File: src/rtl/dwin_pkg.sv
// Shared types for the display window fetch address generator.
// Assumes nothing beyond the parameters passed by the users of the package.
package dwin_pkg;

    // Scan sequencer states
    typedef enum logic [1:0] {
        SC_IDLE = 2'd0,   // no field started since reset
        SC_WAIT = 2'd1,   // waiting for a line start to open a row
        SC_ROW  = 2'd2,   // issuing words of a row
        SC_DONE = 2'd3    // all rows of the field are issued
    } scan_state_t;

    // Number of fields packed in the size word
    localparam int SIZE_FIELDS = 3;

endpackage

File: src/rtl/dwin_cfg_latch.sv
// Field setup capture.
// Unpacks the size word (width-1, rows-1, modulo from low to high) and
// captures it at each field start. It also tracks the long/short field
// alternation of interlaced scanning. Assumes field_start is a one-cycle pulse.
module dwin_cfg_latch
    import dwin_pkg::*;
#(
    parameter int ADDR_W = 24,
    parameter int CNT_W  = 10
) (
    input  logic                         clk,
    input  logic                         rst_n,
    input  logic                         field_start,
    input  logic                         interlace_en,
    input  logic [ADDR_W-1:0]            long_base,
    input  logic [ADDR_W-1:0]            short_base,
    input  logic [SIZE_FIELDS*CNT_W-1:0] size_word,
    output logic [CNT_W-1:0]             width_m1,
    output logic [CNT_W-1:0]             rows_m1,
    output logic [CNT_W-1:0]             modulo,
    output logic [ADDR_W-1:0]            start_base,
    output logic                         field_short
);

    logic [CNT_W-1:0] fld [SIZE_FIELDS];
    logic             next_short;

    // Slice the packed size word into its equal-width fields
    for (genvar g = 0; g < SIZE_FIELDS; g++) begin : g_unpack
        assign fld[g] = size_word[g*CNT_W +: CNT_W];
    end

    // Start address the field about to begin will use
    always_comb start_base = (interlace_en && next_short) ? short_base : long_base;

    // Capture the setup and advance the field parity at field start
    always_ff @(posedge clk) begin
        if (!rst_n) begin
            width_m1    <= '0;
            rows_m1     <= '0;
            modulo      <= '0;
            field_short <= 1'b0;
            next_short  <= 1'b0;
        end else if (field_start) begin
            width_m1    <= fld[0];
            rows_m1     <= fld[1];
            modulo      <= fld[2];
            field_short <= interlace_en && next_short;
            next_short  <= interlace_en && !next_short;
        end
    end

    // a progressive field never reports the short field
    assert_prog_long_R6: assert property (@(posedge clk) disable iff (!rst_n)
        field_start && !interlace_en |=> !field_short);

    // in interlaced mode a short field is followed by a long one
    assert_alternate_R6: assert property (@(posedge clk) disable iff (!rst_n)
        field_start && interlace_en && field_short |=> !field_short);

endmodule

File: src/rtl/dwin_scan_ctrl.sv
// Row and word sequencer.
// Opens a row on line start, counts accepted words up to the width field,
// and counts rows up to the row field. A field start restarts the sequence
// from any state. Assumes the width and row limits are stable during a field.
module dwin_scan_ctrl
    import dwin_pkg::*;
#(
    parameter int CNT_W = 10
) (
    input  logic             clk,
    input  logic             rst_n,
    input  logic             field_start,
    input  logic             line_start,
    input  logic             rd_ack,
    input  logic [CNT_W-1:0] width_m1,
    input  logic [CNT_W-1:0] rows_m1,
    output logic             rd_req,
    output logic             word_adv,
    output logic             row_adv
);

    localparam logic [CNT_W-1:0] CNT_ONE = CNT_W'(1);

    scan_state_t      state;
    logic [CNT_W-1:0] word_cnt;
    logic [CNT_W-1:0] row_cnt;
    logic             word_last;
    logic             beat;

    // Decode request and the kind of step an accepted word causes
    always_comb begin
        word_last = (word_cnt == width_m1);
        rd_req    = (state == SC_ROW);
        beat      = rd_req && rd_ack;
        word_adv  = beat && !word_last;
        row_adv   = beat && word_last;
    end

    // Sequence rows and words; field start has priority over everything
    always_ff @(posedge clk) begin
        if (!rst_n) begin
            state    <= SC_IDLE;
            word_cnt <= '0;
            row_cnt  <= '0;
        end else if (field_start) begin
            state    <= SC_WAIT;
            word_cnt <= '0;
            row_cnt  <= '0;
        end else begin
            case (state)
                SC_WAIT: begin
                    if (line_start) begin
                        state    <= SC_ROW;
                        word_cnt <= '0;
                    end
                end
                SC_ROW: begin
                    if (word_adv) begin
                        word_cnt <= word_cnt + CNT_ONE;
                    end else if (row_adv) begin
                        word_cnt <= '0;
                        if (row_cnt == rows_m1) begin
                            state <= SC_DONE;
                        end else begin
                            row_cnt <= row_cnt + CNT_ONE;
                            state   <= SC_WAIT;
                        end
                    end
                end
                default: ;
            endcase
        end
    end

    // a request only appears after a line start
    assert_no_unopened_row_R5: assert property (@(posedge clk) disable iff (!rst_n)
        !rd_req && !line_start |=> !rd_req);

    // a field start ends any row in progress
    assert_field_abort_R9: assert property (@(posedge clk) disable iff (!rst_n)
        field_start |=> !rd_req);

endmodule

File: src/rtl/dwin_addr_step.sv
// Word address register.
// Loads the field start address on field start, adds one per accepted word
// inside a row, and adds the modulo on the last word of a row.
// Assumes ADDR_W exceeds CNT_W.
module dwin_addr_step #(
    parameter int ADDR_W = 24,
    parameter int CNT_W  = 10
) (
    input  logic              clk,
    input  logic              rst_n,
    input  logic              field_start,
    input  logic              word_adv,
    input  logic              row_adv,
    input  logic [ADDR_W-1:0] start_base,
    input  logic [CNT_W-1:0]  modulo,
    output logic [ADDR_W-1:0] addr
);

    localparam int               PAD      = ADDR_W - CNT_W;
    localparam logic [ADDR_W-1:0] ADDR_ONE = ADDR_W'(1);

    logic [ADDR_W-1:0] mod_ext;

    // Widen the modulo to the address width
    always_comb mod_ext = {{PAD{1'b0}}, modulo};

    // Step the address by one word or by the row modulo
    always_ff @(posedge clk) begin
        if (!rst_n) begin
            addr <= '0;
        end else if (field_start) begin
            addr <= start_base;
        end else if (word_adv) begin
            addr <= addr + ADDR_ONE;
        end else if (row_adv) begin
            addr <= addr + mod_ext;
        end
    end

    // leaving a row jumps by the captured modulo
    assert_row_jump_R4: assert property (@(posedge clk) disable iff (!rst_n)
        row_adv && !field_start |=> addr == $past(addr) + $past(mod_ext));

endmodule

File: src/rtl/dwin_fetch_addr.sv
// Display window fetch address generator, top level.
// Joins the setup capture, the row/word sequencer and the address register
// behind a request/acknowledge read port. Assumes field_start and line_start
// are one-cycle pulses from the display timing generator.
module dwin_fetch_addr
    import dwin_pkg::*;
#(
    parameter int ADDR_W = 24,
    parameter int CNT_W  = 10
) (
    input  logic                         clk,
    input  logic                         rst_n,
    input  logic                         field_start,
    input  logic                         line_start,
    input  logic                         interlace_en,
    input  logic [ADDR_W-1:0]            long_base,
    input  logic [ADDR_W-1:0]            short_base,
    input  logic [SIZE_FIELDS*CNT_W-1:0] size_cfg,
    input  logic                         rd_ack,
    output logic                         rd_req,
    output logic [ADDR_W-1:0]            rd_addr,
    output logic                         field_short
);

    localparam logic [ADDR_W-1:0] ADDR_ONE = ADDR_W'(1);

    logic [CNT_W-1:0]  width_m1;
    logic [CNT_W-1:0]  rows_m1;
    logic [CNT_W-1:0]  modulo;
    logic [ADDR_W-1:0] start_base;
    logic              word_adv;
    logic              row_adv;

    dwin_cfg_latch #(.ADDR_W(ADDR_W), .CNT_W(CNT_W)) u_cfg (
        .clk          (clk),
        .rst_n        (rst_n),
        .field_start  (field_start),
        .interlace_en (interlace_en),
        .long_base    (long_base),
        .short_base   (short_base),
        .size_word    (size_cfg),
        .width_m1     (width_m1),
        .rows_m1      (rows_m1),
        .modulo       (modulo),
        .start_base   (start_base),
        .field_short  (field_short)
    );

    dwin_scan_ctrl #(.CNT_W(CNT_W)) u_ctrl (
        .clk         (clk),
        .rst_n       (rst_n),
        .field_start (field_start),
        .line_start  (line_start),
        .rd_ack      (rd_ack),
        .width_m1    (width_m1),
        .rows_m1     (rows_m1),
        .rd_req      (rd_req),
        .word_adv    (word_adv),
        .row_adv     (row_adv)
    );

    dwin_addr_step #(.ADDR_W(ADDR_W), .CNT_W(CNT_W)) u_addr (
        .clk         (clk),
        .rst_n       (rst_n),
        .field_start (field_start),
        .word_adv    (word_adv),
        .row_adv     (row_adv),
        .start_base  (start_base),
        .modulo      (modulo),
        .addr        (rd_addr)
    );

    // a stalled request keeps its address
    assert_stall_hold_R7: assert property (@(posedge clk) disable iff (!rst_n)
        rd_req && !rd_ack && !field_start |=> rd_req && $stable(rd_addr));

    // an accepted word is followed by the next word or by the end of the row
    assert_word_step_R3: assert property (@(posedge clk) disable iff (!rst_n)
        rd_req && rd_ack && !field_start |=> !rd_req || rd_addr == $past(rd_addr) + ADDR_ONE);

endmodule

File: config.mk
export PLATFORM = sky130hd
export DESIGN_NAME = dwin_fetch_addr
export DESIGN_NICKNAME = d
export VERILOG_FILES = /design/src/rtl/dwin_pkg.sv /design/src/rtl/dwin_cfg_latch.sv /design/src/rtl/dwin_scan_ctrl.sv /design/src/rtl/dwin_addr_step.sv /design/src/rtl/dwin_fetch_addr.sv
export SDC_FILE = /design/constraint.sdc
export NUM_CORES = 1
export LEC_CHECK = 0
export ABC_AREA = 1
export BUFFER_PORTS_ARGS = -buffer_cell sky130_fd_sc_hd__buf_4
export CAP_MARGIN = 15
export CELL_PAD_IN_SITES_DETAIL_PLACEMENT = 0
export CELL_PAD_IN_SITES_GLOBAL_PLACEMENT = 1
export CORE_MARGIN = 2
export CORE_UTILIZATION = 39
export CTS_BUF_LIST = sky130_fd_sc_hd__clkbuf_2
export DETAILED_ROUTE_END_ITERATION = 7
export PLACE_DENSITY_LB_ADDON = 0.1
export SYNTH_ARGS = -nofsm -noshare
export SYNTH_HDL_FRONTEND = slang
export SYNTH_SLANG_ARGS = --single-unit
File: constraint.sdc
create_clock -name clk -period 3.5 [get_ports clk]
set_input_delay 0.7 -clock clk [delete_from_list [all_inputs] [get_ports clk]]
set_output_delay 0.7 -clock clk [all_outputs]
set_load 0.02 [all_outputs]
==> results of run 1 <==
[layout make-up]
cell class | instances | area [µm²] | share of cell area
Clock inverter | 6 | 70.07 | 0.01133
Clock buffer | 10 | 50.05 | 0.008094
Timing Repair Buffer | 117 | 878.3 | 0.1420
Tap cell | 172 | 215.2 | 0.03480
Sequential cell | 78 | 1562 | 0.2525
Multi-Input combinational cell | 600 | 2994 | 0.4842
Inverter | 109 | 414.1 | 0.06698
[state kept, by name, indices dropped and copies added, names as in the netlist]
| register | count |
|---|---|
| u_cfg.field_short | 1 |
| u_cfg.rows_m1 | 10 |
| u_addr.addr | 24 |
| u_ctrl.state | 2 |
| u_cfg.modulo | 10 |
| u_cfg.next_short | 1 |
| u_cfg.width_m1 | 10 |
| u_ctrl.word_cnt | 10 |
| u_ctrl.row_cnt | 10 |
[worst max-delay path by stage]
stage                                   endpoint  cells past startpoint
floorplan           u_addr.addr[23]$_SDFFE_PN0P_                     18
global placement    u_addr.addr[22]$_SDFFE_PN0P_                     19
detailed placement  u_addr.addr[22]$_SDFFE_PN0P_                     19
CTS                 u_addr.addr[22]$_SDFFE_PN0P_                     21
global route        u_addr.addr[22]$_SDFFE_PN0P_                     21
finish              u_addr.addr[22]$_SDFFE_PN0P_                     23
[worst register-to-register path: cells and delay by family (launching register included)]
family,cells,cell delay (ps)
AND/OR/NAND/NOR,17,1490
flip-flops,1,480
buffers and inverters,4,380
adder cells (fa/ha/maj),1,380
AO/OA/AOI/OAI,1,130
[cells in the mapped netlist (2+ instances only)]
library cell | number | area (µm²)
nand3b_1 | 6 | 45.04
nand4_1 | 12 | 75.07
xor2_1 | 14 | 122.6
a21oi_1 | 33 | 165.2
nand2_1 | 181 | 679.4
nor3_1 | 10 | 50.05
nand3_1 | 79 | 395.4
nor2_4 | 3 | 33.78
a31oi_1 | 6 | 37.54
clkbuf_1 | 21 | 78.83
buf_1 | 2 | 7.510
buf_2 | 5 | 25.02
dfxtp_1 | 78 | 1562
inv_2 | 14 | 52.55
o21ai_2 | 3 | 26.28
a211oi_1 | 2 | 15.01
nand2_2 | 10 | 62.56
nor2_1 | 114 | 427.9
a21oi_2 | 9 | 78.83
or2_2 | 3 | 18.77
nor2_2 | 6 | 37.54
ha_1 | 14 | 175.2
o21ai_0 | 86 | 430.4
inv_1 | 93 | 349.1
[logic make-up after synthesis]
family / count (synthesis)
xor+xnor: 14
buf+inv: 139
compound gates: 141
flops: 78
simple gates: 430
fa+ha+maj: 15
[power groups by stage]
| stage | combinational, W | clock, W | sequential, W |
|---|---|---|---|
| 6_report | 0.000456 | 0.000531 | 0.000981 |
| 4_1_cts | 0.000460 | 0.000549 | 0.000981 |
| 3_3_place_gp | 0.000456 | 0 | 0.000997 |
| 5_1_grt | 0.000512 | 0.000578 | 0.000989 |
| 2_1_floorplan | 0.000250 | 0 | 0.00101 |
| 3_5_place_dp | 0.000459 | 0 | 0.000997 |
[through the flow]
stage                     power (W)  hold WS [ps]  cell area, µm²  std cells
after floorplan            0.001263         437.3            5104        817
after global placement     0.001453         453.0            6063       1076
after detailed placement   0.001456         453.0            6063       1076
after CTS                  0.001990         248.8            6183       1092
after global routing       0.002079         246.6            6183       1092
final                      0.001968         294.9            6183       1092
[cells in the final DEF, fill, tap and decap left out, types with 9 or more instances in the layout]
cell and instances:
nand2_1 181, buf_4 117, nor2_1 114, inv_1 93, o21ai_0 86, nand3_1 79
dfxtp_1 78, a21oi_1 33, inv_2 14, xor2_1 14, ha_1 14, nand4_1 12
nand2_2 10, nor3_1 10, clkbuf_2 10, a21oi_2 9
[per-layer routing]
layer  wire length [µm]  share of wire  GRT usage  up-vias
met2               7207           0.48     0.3732      114
li1                   -              -          -     2823
met1               6820           0.46     0.2745     2437
met3                631          0.042    0.03668       18
met5                  0              0          0        -
met4                255          0.017    0.07887        0
==> metrics.txt, run 1 <==
Slew Viols, Final 0; CTS tree built; # setup viols final 0; syn_nets 916; Yosys warnings 0; WS Path Type flip-flop to flip-flop; Die X-Extent 118.4 µm; Critical Path Source Type flip-flop; wire per inst 13.66 µm; # rows 41; power per cell area 318.3 nW/µm²; Max Freq 0.3398 GHz; prevailing post-synth register cell dfxtp_1; pin count of the biggest net entering global routing 55; worst min path class input port to flip-flop; synthesis-to-layout area growth 21.16%; DRT Pass-1 Iters 5; CTS root buf clkbuf_2; Post-Synth XOR/XNOR Area 0.02403; routed vias/inst 4.938; Cells after Synth 817; drt total wl 14910 µm; worst-case clock buffer depth 2; sw power 0.0006684 W; Worst Path Arrival 3470 ps; peak supply drop 143.0 µV; setup ws final 557.1 ps; slowest stage delay, CP 480 ps; Cell Area, Synth 5104 µm²; RSZ-0062 raised after global routing no; Port Buffers 109; clk sinks 78; grt total ovfl 0; Die Y 118.4 µm; R2R cell count 23; DRC Markers 0; Worst setup EP type flip-flop; Setup Fix Bufs, Post-CTS 0; Worst Hold Depth 3; Synth Area in Simple Gates 0.3731; global-route wire length before repair 24770 µm; min Tclk post-route 2943 ps; worst slew pin tran 779.9 ps; post-synthesis cell type count 37; worst setup path start u_ctrl.word_cnt[1]$_SDFFE_PP0P_; crit path buf inv count 4; CTS H-tree lvls 3; First DRT Iteration DRCs 301; CTS Buf Count 9; most used cell, CP nand2_1; post-DP HPWL 11270 µm; internal power 0.001300 W; Hold EP u_cfg.rows_m1[8]$_SDFFE_PN0P_; layout cells sized above 1 0.2043; clock share of power 0.270; via count 5392; Final Wtd Congestion 0.8558; starting density of the core 0.4012; Sequential Power Share 0.498; vias in the first global route 5087; Synth async-reset ratio 0; Tcrit/Tclk final 0.8408; CP Max Fanout 11; switch share 0.3396; worst reg2reg path startpoint u_ctrl.word_cnt[1]$_SDFFE_PP0P_; largest family of logic cells by synthesized area simple AND/OR/NAND/NOR gates; Combinational Power Share 0.232; delay-heaviest family, CP simple AND/OR/NAND/NOR gates; Final Skew 42.69 ps; clock slew at reported path FFs 260 ps; die footprint 14020 µm²; Layout Nets 1014; R2R setup slack 560 ps; worst-skew pair later-pin latency 600 ps; FF-to-FF End u_addr.addr[22]$_SDFFE_PN0P_; final hold vios 0; IO Count 110; fillers 1382; pre-CTS WS 601.8 ps; cts-stage hold buffer count 0; critical-path cell list inv_2 -> nand2_1 -> nand2_1 -> nor2_1 -> nand2_1 -> nor2_4 -> nand2_1 -> nand2_1 -> inv_2 -> nor2_2 -> inv_1 -> fa_1 -> inv_1 -> nand3_1 -> nand3_1 -> nand2_1 -> nand2_1 -> nand2_1 -> nand2_1 -> nand2_1 -> nand2_1 -> nand2_1 -> a21oi_1; post-synthesis sequential area ratio 0.3060; status finished clean; leakage 2.752 nW; ant diodes 0; synthesized area per cell 6.247 µm²; Compound-Gate Fraction of Synth Area 0.1513; post-synthesis mux area share 0; crit path max-delay cell type dfxtp_1; Worst EP required 4030 ps; hold path start size_cfg[18]; number of enable flip-flop cells after synthesis 0; Synth Area in Adders 0.03824; normalized max-slew margin 0.4795; max cap viols 0; #FFs+latches synth 78; antenna violations before repair 0; total track usage 0.2178; Final ANT Viol Nets 0; setup TNS 0 ps; CORE AREA 12720 µm²; Core Util, Final 0.4860; Resized cells post-CTS 0
Power figures use the tool's default switching activity.
==> inputs of run 2 (changes only) <==
--- a/config.mk
+++ b/config.mk
@@ -5,13 +5,13 @@
 export SDC_FILE = /design/constraint.sdc
 export NUM_CORES = 1
 export LEC_CHECK = 0
-export ABC_AREA = 1
+export ABC_AREA = 0
 export BUFFER_PORTS_ARGS = -buffer_cell sky130_fd_sc_hd__buf_4
 export CAP_MARGIN = 15
 export CELL_PAD_IN_SITES_DETAIL_PLACEMENT = 0
 export CELL_PAD_IN_SITES_GLOBAL_PLACEMENT = 1
 export CORE_MARGIN = 2
-export CORE_UTILIZATION = 39
+export CORE_UTILIZATION = 37
 export CTS_BUF_LIST = sky130_fd_sc_hd__clkbuf_2
 export DETAILED_ROUTE_END_ITERATION = 7
 export PLACE_DENSITY_LB_ADDON = 0.1
==> constraint.sdc (replaced) <==
create_clock -name clk -period 2.6 [get_ports clk]
set_input_delay 0.52 -clock clk [delete_from_list [all_inputs] [get_ports clk]]
set_output_delay 0.52 -clock clk [all_outputs]
set_load 0.02 [all_outputs]
==> run 2 against run 1 <==
Register-to-register slack got worse by 850 ps; wire length shrank 16%; setup slack worse by 850 ps; clock skew shrank 3.4 ps; the flow now finishes with violations (setup timing); highest routed layer unchanged; final cell count down 23%; clock-buffer cell count is 1 higher; sequential cell count stayed put; die area fell by 7.6%; combinational power increased by 39%; total power increased by 39%; sequential power up 34%.
==> metrics.txt, run 2 <==
Post-DP Area 5831 µm²; top cells by count, synth nand2_1, dfxtp_1, nor2b_1, mux2i_1, a21oi_1; First DRT Iteration DRCs 81; cts-stage hold buffer count 0; fin cells 836; largest register by flop count u_addr.addr; GR Util met1 0.2324; post-synthesis sequential area ratio 0.3500; WS Path Type flip-flop to flip-flop; cell taking the most area after synthesis dfxtp_1; Worst EP required 3100 ps; Sequential Power Share 0.481; # rows 40; Final Skew 39.29 ps; CP Max Fanout 5; vias in the first global route 4259; normalized max-slew margin 0.5966; peak supply drop 270.7 µV; routed vias/inst 5.092; most common cell after layout, fill and taps aside buf_4; antenna violations before repair 0; clk sinks 78; min Tclk post-route 2892 ps; Slew Viols, Final 0; layout cells sized above 1 0.3687; status complete, but fails checks; failing checks setup timing; post-DP HPWL 9258 µm; met3 Usage GRT 0.02976; Cells after Synth 533; synthesis-to-layout area growth 40.66%; Max Freq 0.3457 GHz; power per cell area 435.1 nW/µm²; most frequent cell after synthesis nand2_1; IO Count 110; GRT busiest layer met2; starting density of the core 0.3746; hold slack 180.6 ps; Final Wtd Congestion 0.8119; Tcrit/Tclk final 1.112; DRT Pass-1 Iters 4; Core Util, Final 0.5269; CTS H-tree lvls 3; Combinational Power Share 0.233; M2 GR Usage 0.3581; prevailing post-synth register cell dfxtp_1; synthesized area per cell 8.371 µm²; pin count of the biggest net entering global routing 71; grt total ovfl 0; DRC Markers 0; Die Y 113.8 µm; wire per inst 14.96 µm; drt total wl 12510 µm; R2R setup slack -290 ps; Port Buffers 109; worst-skew pair later-pin latency 570 ps; fin area 6276 µm²; internal power 0.001919 W; syn_nets 632; top post-synthesis cells by area dfxtp_1, mux2i_1, nand2_1; RSZ-0062 raised after global routing yes; Final ANT Viol Nets 0; Die X-Extent 113.8 µm; most frequent cells in the layout buf_4, nand2_1, dfxtp_1; Worst setup EP type flip-flop; Yosys warnings 0; Largest register FFs 24; # setup viols final 20; Synth async-reset ratio 0; worst-case clock buffer depth 2; #FFs+latches synth 78; Layout Nets 783; leakage 2.839 nW; worst slew pin tran 603.7 ps; CTS Buf Count 9; Placed Instances 810; via count 4257; switch share 0.2973; final hold vios 0; clock slew at reported path FFs 230 ps; clock share of power 0.286; post-synthesis cell type count 57; Critical Path Source Type flip-flop; die footprint 12950 µm²; total track usage 0.1962; CTS root buf clkbuf_2; Pwr Total 0.002730 W; CORE AREA 11910 µm²; number of enable flip-flop cells after synthesis 0; CTS tree built; worst min path class input port to flip-flop; global-route wire length before repair 20270 µm; ant diodes 0; Cell Area, Synth 4462 µm²; setup ws final -292.5 ps; Worst Path Arrival 3400 ps; sw power 0.0008116 W; max cap viols 0; post-synth top area share 0.3500
==> run 2: what timing repair did <==
item / CTS / global route
endpoints found under the setup margin: 21 / 22
resized for setup: 18 / 38
pin swaps: 11 / 19
setup buffers: 2 / 9
==> run 2: power groups by stage <==
stage	logic, W	registers (W)	clock network, W
3_3_place_gp	0.000593	0.00133	0
4_1_cts	0.000610	0.00131	0.000805
6_report	0.000636	0.00131	0.000781
2_1_floorplan	0.000302	0.00135	0
3_5_place_dp	0.000597	0.00133	0
5_1_grt	0.000699	0.00132	0.000856
==> run 2: per-layer routing <==
metal,routed length (µm),part of all wire
met2,6394,0.51
met5,0,0
met4,249,0.020
met1,5439,0.43
met3,423,0.034
==> run 2: critical path: stages (launching register included) <==
cell      delay, ps
dfxtp_2         390
xor2_2          170
nor4_2          260
buf_4           160
a31oi_4         120
or2_4           270
ha_4            160
inv_2            50
fa_2            220
nor2b_4          50
o21ba_4         210
o221ai_4        220
buf_6           150
a21oi_4          60
mux2i_1         120
o211a_1         200
==> run 2: cells by family (layout without fill, tap and decap cells) <==
family / after synthesis / in the layout / synth area share
flip-flops: 78 / 78 / 0.3500
AND/OR/NAND/NOR: 229 / 229 / 0.2625
adder cells (fa/ha/maj): 15 / 15 / 0.04375
XOR/XNOR: 46 / 46 / 0.09030
buffers and inverters: 35 / 191 / 0.03365
multiplexers: 36 / 36 / 0.08076
AO/OA/AOI/OAI: 94 / 94 / 0.1391
==> run 2: area by class of cell <==
type / count / area, µm²
Clock buffer: 11 / 55.05
Clock inverter: 5 / 82.58
Fill cell: 1173 / 5635
Inverter: 9 / 33.78
Multi-Input combinational cell: 420 / 3065
Sequential cell: 78 / 1582
Tap cell: 147 / 183.9
Timing Repair Buffer: 166 / 1274
==> run 2: final timing paths <==
kind	cells after the start	endpoint	startpoint
worst max-delay path	15	u_addr.addr[18]$_SDFFE_PN0P_	u_cfg.width_m1[6]$_SDFFE_PN0P_
worst min register to register	2	u_addr.addr[5]$_SDFFE_PN0P_	u_addr.addr[5]$_SDFFE_PN0P_
worst max register to register	15	u_addr.addr[18]$_SDFFE_PN0P_	u_cfg.width_m1[6]$_SDFFE_PN0P_
worst min-delay path	3	u_cfg.width_m1[6]$_SDFFE_PN0P_	size_cfg[6]
==> run 2: through the flow <==
stage / worst slack, ps / TNS, ps
after CTS: -288.2 / -4025
after floorplan: -218.4 / -1547
after detailed placement: -317.1 / -4392
after global placement: -342.5 / -4519
final: -292.5 / -3589
after global routing: -425.9 / -7016
==> inputs of run 3 (changes only) <==
--- a/config.mk
+++ b/config.mk
@@ -7,13 +7,13 @@
 export LEC_CHECK = 0
 export ABC_AREA = 0
 export BUFFER_PORTS_ARGS = -buffer_cell sky130_fd_sc_hd__buf_4
-export CAP_MARGIN = 15
 export CELL_PAD_IN_SITES_DETAIL_PLACEMENT = 0
 export CELL_PAD_IN_SITES_GLOBAL_PLACEMENT = 1
 export CORE_MARGIN = 2
 export CORE_UTILIZATION = 37
 export CTS_BUF_LIST = sky130_fd_sc_hd__clkbuf_2
 export DETAILED_ROUTE_END_ITERATION = 7
+export MAX_ROUTING_LAYER = met4
 export PLACE_DENSITY_LB_ADDON = 0.1
 export SYNTH_ARGS = -nofsm -noshare
 export SYNTH_HDL_FRONTEND = slang
==> run 3 against run 2 <==
The run still ends with setup timing left; clock power about the same; setup slack improved by 1.8 ps; final cell count is 0.12% higher; core utilization increased by 0.39 points; sequential power hardly changed; clock skew shrank 3.3 ps; die area stayed put; critical path type unchanged; largest power group unchanged.
==> metrics.txt, run 3 (synthesis results as in run 2) <==
status complete, but fails checks; failing checks setup timing; slowest stage delay, CP 390 ps; cts-stage hold buffer count 0; worst slew pin tran 599.3 ps; Die X-Extent 113.8 µm; peak supply drop 270.7 µV; # setup viols final 20; die footprint 12950 µm²; worst min path class input port to flip-flop; final hold vios 0; setup TNS -3370 ps; normalized max-slew margin 0.5995; DRC Markers 0; Slew Viols, Final 0; # rows 40; ant diodes 0; CTS root buf clkbuf_2; layout cells sized above 1 0.3768; wire per inst 15.08 µm; drt total wl 12620 µm; Worst Path Arrival 3390 ps; Port Buffers 109; Layout Nets 784; pin count of the biggest net entering global routing 71; Final Wtd Congestion 0.8239; total track usage 0.2017; leakage 2.844 nW; largest register by flop count u_addr.addr; Worst setup EP type flip-flop; fin cells 837; RSZ-0062 raised after global routing yes; DRT Pass-1 Iters 4; global-route wire length before repair 20250 µm; worst-case clock buffer depth 2; Critical Path Source Type flip-flop; power per cell area 433.0 nW/µm²; CP Max Fanout 5; starting density of the core 0.3746; post-DP HPWL 9258 µm; Placed Instances 810; routed vias/inst 5.092; CTS H-tree lvls 3; Final ANT Viol Nets 0; vias in the first global route 4267; Final Skew 35.96 ps; Tcrit/Tclk final 1.112; First DRT Iteration DRCs 96; worst-skew pair later-pin latency 560 ps; delay-heaviest family, CP compound AO/OA/AOI/OAI gates; CTS Buf Count 9; CTS tree built; CORE AREA 11910 µm²; setup ws final -290.7 ps; crit path max-delay cell type dfxtp_2; clock slew at reported path FFs 230 ps; Max Freq 0.3459 GHz; IO Count 110; WS Path Type flip-flop to flip-flop; Die Y 113.8 µm; antenna violations before repair 0; grt total ovfl 0; fillers 1164; most used cell, CP buf_4; most frequent cells in the layout buf_4, nand2_1, dfxtp_1; min Tclk post-route 2891 ps; pre-CTS WS -317.1 ps; most common cell after layout, fill and taps aside buf_4; via count 4262; crit path buf inv count 3; Largest register FFs 24; critical-path cell list xor2_2 -> nor4_2 -> buf_4 -> a31oi_4 -> or2_4 -> ha_4 -> inv_2 -> fa_2 -> nor2b_4 -> o21ba_4 -> o221ai_4 -> buf_4 -> a21oi_4 -> mux2i_1 -> o211a_1; max cap viols 0; clk sinks 78; Worst EP required 3100 ps; synthesis-to-layout area growth 41.70%
[run 3: worst min-delay path, stage by stage]
cell	delay (ps)
buf_4	80
mux2i_1	50
nor2b_1	90
[run 3: what timing repair did]
item                                   4_1_cts  5_1_grt
resized for setup                           18       46
setup endpoints to repair                   21       22
setup buffers                                2       10
endpoints found under the hold margin        0        0
gates cloned                                 0        0
pin swaps                                   11       19
[run 3: path summary, 6_finish.rpt]
kind / start / to / slack [ps] / cells past startpoint
hold reg to reg: u_addr.addr[5]$_SDFFE_PN0P_ / u_addr.addr[5]$_SDFFE_PN0P_ / 510 / 2
setup / recovery: u_cfg.width_m1[6]$_SDFFE_PN0P_ / u_addr.addr[18]$_SDFFE_PN0P_ / -290 / 15
setup reg to reg: u_cfg.width_m1[6]$_SDFFE_PN0P_ / u_addr.addr[18]$_SDFFE_PN0P_ / -290 / 15
hold / removal: size_cfg[6] / u_cfg.width_m1[6]$_SDFFE_PN0P_ / 190 / 3
[run 3: final cells by class]
| type | instances | area, µm² | area share |
|---|---|---|---|
| Inverter | 9 | 33.78 | 0.005343 |
| Multi-Input combinational cell | 420 | 3104 | 0.4910 |
| Sequential cell | 78 | 1582 | 0.2501 |
| Timing Repair Buffer | 167 | 1281 | 0.2027 |
| Tap cell | 147 | 183.9 | 0.02909 |
| Clock inverter | 5 | 82.58 | 0.01306 |
| Clock buffer | 11 | 55.05 | 0.008708 |
[run 3: through the flow]
stage	hold WS [ps]	power, W	area (µm²)	util
2_1_floorplan	469.0	0.001654	4589	-
3_3_place_gp	480.2	0.001924	5831	0.4895
3_5_place_dp	497.1	0.001930	5831	0.4895
4_1_cts	130.3	0.002725	6040	0.5070
5_1_grt	149.5	0.002884	6322	0.5308
6_report	190.4	0.002737	6322	0.5308
[run 3: where the power goes]
part	total, W	internal (W)	switching [W]
Combinational	0.000645	0.000336	0.000309
Sequential	0.00131	0.00126	0.0000573
Clock	0.000778	0.000330	0.000448
Total	0.00274	0.00192	0.000814
[run 3: per-layer routing]
layer / GRT usage / share of wire
met1: 0.2324 / 0.43
met2: 0.3585 / 0.51
met3: 0.02816 / 0.032
met4: 0.07236 / 0.022
met5: - / 0
